File: src/rtl/spi_hdx_pkg.sv
package spi_hdx_pkg;
  localparam logic ADDR_DATA = 1'b0;
  localparam logic ADDR_CTRL = 1'b1;

  localparam int CTRL_DIS_BIT  = 0;
  localparam int CTRL_RDEN_BIT = 1;
  localparam int CTRL_BUSY_BIT = 2;

  typedef enum logic {
    DIR_TX = 1'b0,
    DIR_RX = 1'b1
  } xfer_dir_t;
endpackage

File: src/rtl/spi_hdx_clkgen.sv
module spi_hdx_clkgen #(
  parameter int SCK_DIV = 4,
  parameter int NBITS   = 8
) (
  input  logic clk,
  input  logic rst,
  input  logic start,
  output logic busy,
  output logic sck,
  output logic rise_now,
  output logic fall_now,
  output logic last_now
);
  localparam int HALF = SCK_DIV / 2;
  localparam int CW   = $clog2(SCK_DIV);
  localparam int BW   = $clog2(NBITS);
  localparam logic [CW-1:0] PH_RISE  = CW'(HALF - 1);
  localparam logic [CW-1:0] PH_LAST  = CW'(SCK_DIV - 1);
  localparam logic [BW-1:0] BIT_LAST = BW'(NBITS - 1);

  logic [CW-1:0] ph_q;
  logic [BW-1:0] bit_q;

  // strobes mark the edge at which the serial clock will change
  assign rise_now = busy && (ph_q == PH_RISE);
  assign fall_now = busy && (ph_q == PH_LAST);
  assign last_now = fall_now && (bit_q == BIT_LAST);

  always_ff @(posedge clk) begin
    if (rst) begin
      busy  <= 1'b0;
      sck   <= 1'b0;
      ph_q  <= '0;
      bit_q <= '0;
    end else if (start) begin
      busy  <= 1'b1;
      sck   <= 1'b0;
      ph_q  <= '0;
      bit_q <= '0;
    end else if (busy) begin
      ph_q <= fall_now ? '0 : ph_q + 1'b1;
      if (rise_now) sck <= 1'b1;
      if (fall_now) begin
        sck   <= 1'b0;
        bit_q <= bit_q + 1'b1;
        if (last_now) busy <= 1'b0;
      end
    end
  end
endmodule

File: src/rtl/spi_hdx_shifter.sv
module spi_hdx_shifter
  import spi_hdx_pkg::*;
#(
  parameter int NBITS = 8
) (
  input  logic             clk,
  input  logic             rst,
  input  logic             start_tx,
  input  logic             start_rx,
  input  logic             out_dis,
  input  logic [NBITS-1:0] wdata,
  input  logic             rise_now,
  input  logic             fall_now,
  input  logic             last_now,
  input  logic             miso,
  output logic [NBITS-1:0] data_q,
  output logic             mosi,
  output logic             mosi_oe
);
  logic [NBITS-1:0] sh_q;
  xfer_dir_t        dir_q;

  always_ff @(posedge clk) begin
    if (rst) begin
      data_q  <= '0;
      sh_q    <= '0;
      dir_q   <= DIR_TX;
      mosi    <= 1'b0;
      mosi_oe <= 1'b0;
    end else if (start_tx) begin
      data_q  <= wdata;
      sh_q    <= wdata;
      dir_q   <= DIR_TX;
      mosi_oe <= !out_dis;
      mosi    <= !out_dis && wdata[NBITS-1];
    end else if (start_rx) begin
      dir_q   <= DIR_RX;
      mosi_oe <= 1'b0;
      mosi    <= 1'b0;
    end else begin
      if (dir_q == DIR_RX && rise_now)
        data_q <= {data_q[NBITS-2:0], miso};
      if (last_now) begin
        mosi    <= 1'b0;
        mosi_oe <= 1'b0;
      end else if (fall_now && dir_q == DIR_TX) begin
        sh_q <= sh_q << 1;
        mosi <= mosi_oe && sh_q[NBITS-2];
      end
    end
  end
endmodule

File: src/rtl/spi_hdx_regs.sv
module spi_hdx_regs
  import spi_hdx_pkg::*;
#(
  parameter int NBITS = 8
) (
  input  logic             clk,
  input  logic             rst,
  input  logic             sel,
  input  logic             we,
  input  logic             addr,
  input  logic [NBITS-1:0] wdata,
  input  logic             busy,
  input  logic [NBITS-1:0] data_q,
  output logic             start_tx,
  output logic             start_rx,
  output logic             out_dis,
  output logic             rd_en,
  output logic [NBITS-1:0] rdata
);
  logic             ctrl_wr;
  logic [NBITS-1:0] ctrl_view;

  assign start_tx = sel && we && (addr == ADDR_DATA) && !busy;
  assign start_rx = sel && !we && (addr == ADDR_DATA) && !busy && rd_en;
  assign ctrl_wr  = sel && we && (addr == ADDR_CTRL) && !busy;

  always_comb begin
    ctrl_view                = '0;
    ctrl_view[CTRL_DIS_BIT]  = out_dis;
    ctrl_view[CTRL_RDEN_BIT] = rd_en;
    ctrl_view[CTRL_BUSY_BIT] = busy;
  end

  always_ff @(posedge clk) begin
    if (rst) begin
      out_dis <= 1'b0;
      rd_en   <= 1'b0;
      rdata   <= '0;
    end else begin
      if (ctrl_wr) begin
        out_dis <= wdata[CTRL_DIS_BIT];
        rd_en   <= wdata[CTRL_RDEN_BIT];
      end
      if (sel && !we)
        rdata <= (addr == ADDR_CTRL) ? ctrl_view : data_q;
    end
  end
endmodule

File: src/rtl/spi_hdx_master.sv
module spi_hdx_master #(
  parameter int SCK_DIV = 4,
  parameter int DATA_W  = 8
) (
  input  logic              clk,
  input  logic              rst,
  input  logic              bus_sel,
  input  logic              bus_we,
  input  logic              bus_addr,
  input  logic [DATA_W-1:0] bus_wdata,
  output logic [DATA_W-1:0] bus_rdata,
  input  logic              spi_miso,
  output logic              spi_sck,
  output logic              spi_mosi,
  output logic              spi_mosi_oe,
  output logic              spi_busy
);
  logic              start_tx, start_rx;
  logic              out_dis, rd_en;
  logic              rise_now, fall_now, last_now;
  logic [DATA_W-1:0] data_q;

  spi_hdx_regs #(.NBITS(DATA_W)) u_regs (
    .clk(clk), .rst(rst), .sel(bus_sel), .we(bus_we), .addr(bus_addr),
    .wdata(bus_wdata), .busy(spi_busy), .data_q(data_q),
    .start_tx(start_tx), .start_rx(start_rx), .out_dis(out_dis),
    .rd_en(rd_en), .rdata(bus_rdata)
  );

  spi_hdx_clkgen #(.SCK_DIV(SCK_DIV), .NBITS(DATA_W)) u_clkgen (
    .clk(clk), .rst(rst), .start(start_tx || start_rx), .busy(spi_busy),
    .sck(spi_sck), .rise_now(rise_now), .fall_now(fall_now),
    .last_now(last_now)
  );

  spi_hdx_shifter #(.NBITS(DATA_W)) u_shifter (
    .clk(clk), .rst(rst), .start_tx(start_tx), .start_rx(start_rx),
    .out_dis(out_dis), .wdata(bus_wdata), .rise_now(rise_now),
    .fall_now(fall_now), .last_now(last_now), .miso(spi_miso),
    .data_q(data_q), .mosi(spi_mosi), .mosi_oe(spi_mosi_oe)
  );
endmodule

File: config.mk
export PLATFORM = sky130hd
export DESIGN_NAME = spi_hdx_master
export DESIGN_NICKNAME = d
export VERILOG_FILES = /design/src/rtl/spi_hdx_pkg.sv /design/src/rtl/spi_hdx_clkgen.sv /design/src/rtl/spi_hdx_shifter.sv /design/src/rtl/spi_hdx_regs.sv /design/src/rtl/spi_hdx_master.sv
export SDC_FILE = /design/constraint.sdc
export NUM_CORES = 1
export LEC_CHECK = 0
export BUFFER_PORTS_ARGS = -buffer_cell sky130_fd_sc_hd__buf_4
export CAP_MARGIN = 20
export CORE_MARGIN = 2
export CORE_UTILIZATION = 30
export CTS_CLUSTER_SIZE = 30
export DETAILED_ROUTE_END_ITERATION = 7
export SYNTH_ARGS = -nofsm -noshare
export SYNTH_HDL_FRONTEND = slang
export SYNTH_SLANG_ARGS = --single-unit
export TNS_END_PERCENT = 1
File: constraint.sdc
create_clock -name clk -period 2.34 [get_ports clk]
set_clock_uncertainty 0.2 [all_clocks]
set_input_delay 0.351 -clock clk [delete_from_list [all_inputs] [get_ports clk]]
set_output_delay 0.351 -clock clk [all_outputs]
set_load 0.005 [all_outputs]
==> out/qor.txt <==
outcome -> finished, final reports clean
setup violators final -> 0
Avg Cell Area, Syn -> 9.07 sq um
total track usage -> 12.9%
first-pass GRT wire length -> 6050 um
DRC Markers -> 0
vias in the first global route -> 1243
Max-cap violations -> 0
clk sinks -> 35
crit share post-route -> 77.5%
hold path depth -> 3
antenna violations before repair -> 0
Vias per Instance -> 5.02
final core occ -> 37.6%
pre-CTS setup slack -> 540 ps
Worst setup EP type -> register
Sw Share -> 22.2%
antenna-violating nets left -> 0
Post-synth EDFFs -> 0
Yosys reg bits -> 35
critical path data required time -> 2300 ps
slew at the pin with the worst max-slew slack -> 671 ps
RSZ-0062 raised after global routing -> false
CTS Hold Bufs -> 0
# resized after CTS -> 0
starting DRC count in detailed routing -> 83
Synth warnings -> 0
postcts setup bufs -> 0
antenna diode count -> 0
critical path type -> register to register
Design Area, Final -> 1920 sq um
Final Max Slew Viols -> 0
Period minus WS final -> 1810 ps
clk buf depth -> 2
largest net degree at the start of global routing -> 30
critical path fanouts, max -> 7
f_max -> 551 MHz
area grow syn2layout -> 21.8%
Seq/Total Area, Yosys -> 44.4%
Net Count, Synth -> 192
Top FF cell, synth -> dfxtp_1
Startpoint Class -> register
nets@finish -> 213
Fin. Hold Viols -> 0
Row Count -> 26
wire per inst -> 12.8 um
Final Wtd Congestion -> 0.704
placed inst area -> 1800 sq um
Peak VDD IR -> 270 uV
Worst-path clk slew -> 70 ps
GRT Residual Overflow -> 0
crit path DAT -> 1770 ps
die span in y -> 76.5 um
Clock Tree Root -> clkbuf_8
Pre-antenna DRT Iters -> 4
layout cell share with drive strength beyond 1 -> 19.9%
CTS tree -> built
Final HPWL DP -> 2430 um
asr flop ratio synth -> 0%
Comb power frac -> 8.4%
Placeable Area -> 5110 sq um
count leader, synth -> dfxtp_1
Commonest cells post-synth -> dfxtp_1, a21oi_1, nor2_1, nand2_1, mux2i_1
Flop pwr share -> 48.6%
Clock Latency Late Sink -> 290 ps
Leakage -> 0.714 nW
DIE WIDTH -> 76.5 um
Gate Count Post-Synth -> 174
Hold Crit Class -> primary input to register
Setup WS post-layout -> 527 ps
synth top area cells -> dfxtp_1, mux2i_1, a21oi_1
slew margin rel. -> 55.2%
path depth of the worst reg2reg path -> 5
share of the synthesized area in the top cell type -> 44.4%
Netlist Area Pre-Place -> 1580 sq um
Clk pwr share -> 43.0%
largest area contributor in the netlist -> dfxtp_1
Cell Int Power -> 1.01 mW
P per Cell Area -> 679 nW/um^2
sw power -> 290 uW
Ports -> 26
Initial Util -> 30.9%
Setup TNS Final -> 0 ps
final wirelength -> 3400 um
IO Port Bufs -> 25
Num CTS Buffers -> 5
Yosys cell types -> 38
vias -> 1335
die area -> 5860 sq um
H-tree depth -> 2
stage by stage:
step           hold WS (ps)  power (mW)  cells
6_report                121        1.30    266
5_1_grt                 147        1.37    266
4_1_cts                 113        1.32    266
3_5_place_dp            248       0.758    258
3_3_place_gp            247       0.757    258
2_1_floorplan           240       0.711    174
critical path, cell delays in order (launching register included):
cell and delay, ps:
dfxtp_1 320, ha_1 200, ha_1 190, and4bb_2 450
mux2i_1 230, a211oi_1 90
logic make-up (layout without fill, tap and decap cells):
kind of cell	count (synthesis)	in the layout	synth area share, %
flip-flops	35	35	44.4
AO/OA/AOI/OAI	43	43	18.4
adder cells (fa/ha/maj)	4	4	3.17
buffers and inverters	18	40	5.47
multiplexers	11	11	6.98
XOR/XNOR	1	1	0.555
AND/OR/NAND/NOR	62	62	21.0
layout by cell type (no fill, tap or decap), types with 2 or more instances in the layout:
master and instances:
buf_4 28, a21oi_1 19, nand3_1 10, a211oi_1 8, a22oi_1 6, nand2_1 13
inv_1 4, dfxtp_1 35, nand2b_1 2, nor2_1 18, nand3b_1 8, ha_1 4
nor3b_1 3, clkbuf_8 6, mux2i_1 11
sequential cells by signal (all words and copies together) (netlist names):
name and count:
u_shifter.mosi 1, u_shifter.mosi_oe 1, u_clkgen.busy 1, u_clkgen.ph_q 2, u_shifter.dir_q 1, u_shifter.sh_q 7
u_regs.out_dis 1, u_regs.rd_en 1, u_regs.rdata 8, u_clkgen.bit_q 3, u_clkgen.sck 1, u_shifter.data_q 8
final timing paths:
path                     startpoint                 to  slack (ps)
setup / recovery  u_clkgen.bit_q[0]  u_shifter.sh_q[3]         530
hold / removal         bus_wdata[1]       u_regs.rd_en         120
setup reg to reg  u_clkgen.bit_q[0]  u_shifter.sh_q[3]         530
hold reg to reg     u_regs.rdata[6]    u_regs.rdata[6]         250
power by group through the flow:
stage          logic, mW  clock network, mW  registers [mW]
2_1_floorplan     0.0710                  0           0.640
3_3_place_gp       0.111                  0           0.646
3_5_place_dp       0.111                  0           0.647
4_1_cts            0.112              0.575           0.633
5_1_grt            0.123              0.608           0.637
6_report           0.110              0.561           0.633
per-layer routing:
metal  vias up  global-route usage [%]  share of wire (%)
li1        673                       -                  -
met1       623                    17.7                 51
met2        33                    18.6                 42
met3         6                    4.03                5.6
met4         0                    5.45                1.9
met5         -                       0                  0
cell type report:
type                       instances  area, sq um
sequential                        35          701
fill                             549         3190
clock inverter                     2         35.0
clock buffer                       6         82.6
timing repair buffer              28          210
inverter                           4         15.0
tap                               70         87.6
multi-input combinational        121          791
No activity file was read; power rests on OpenSTA's default activity.
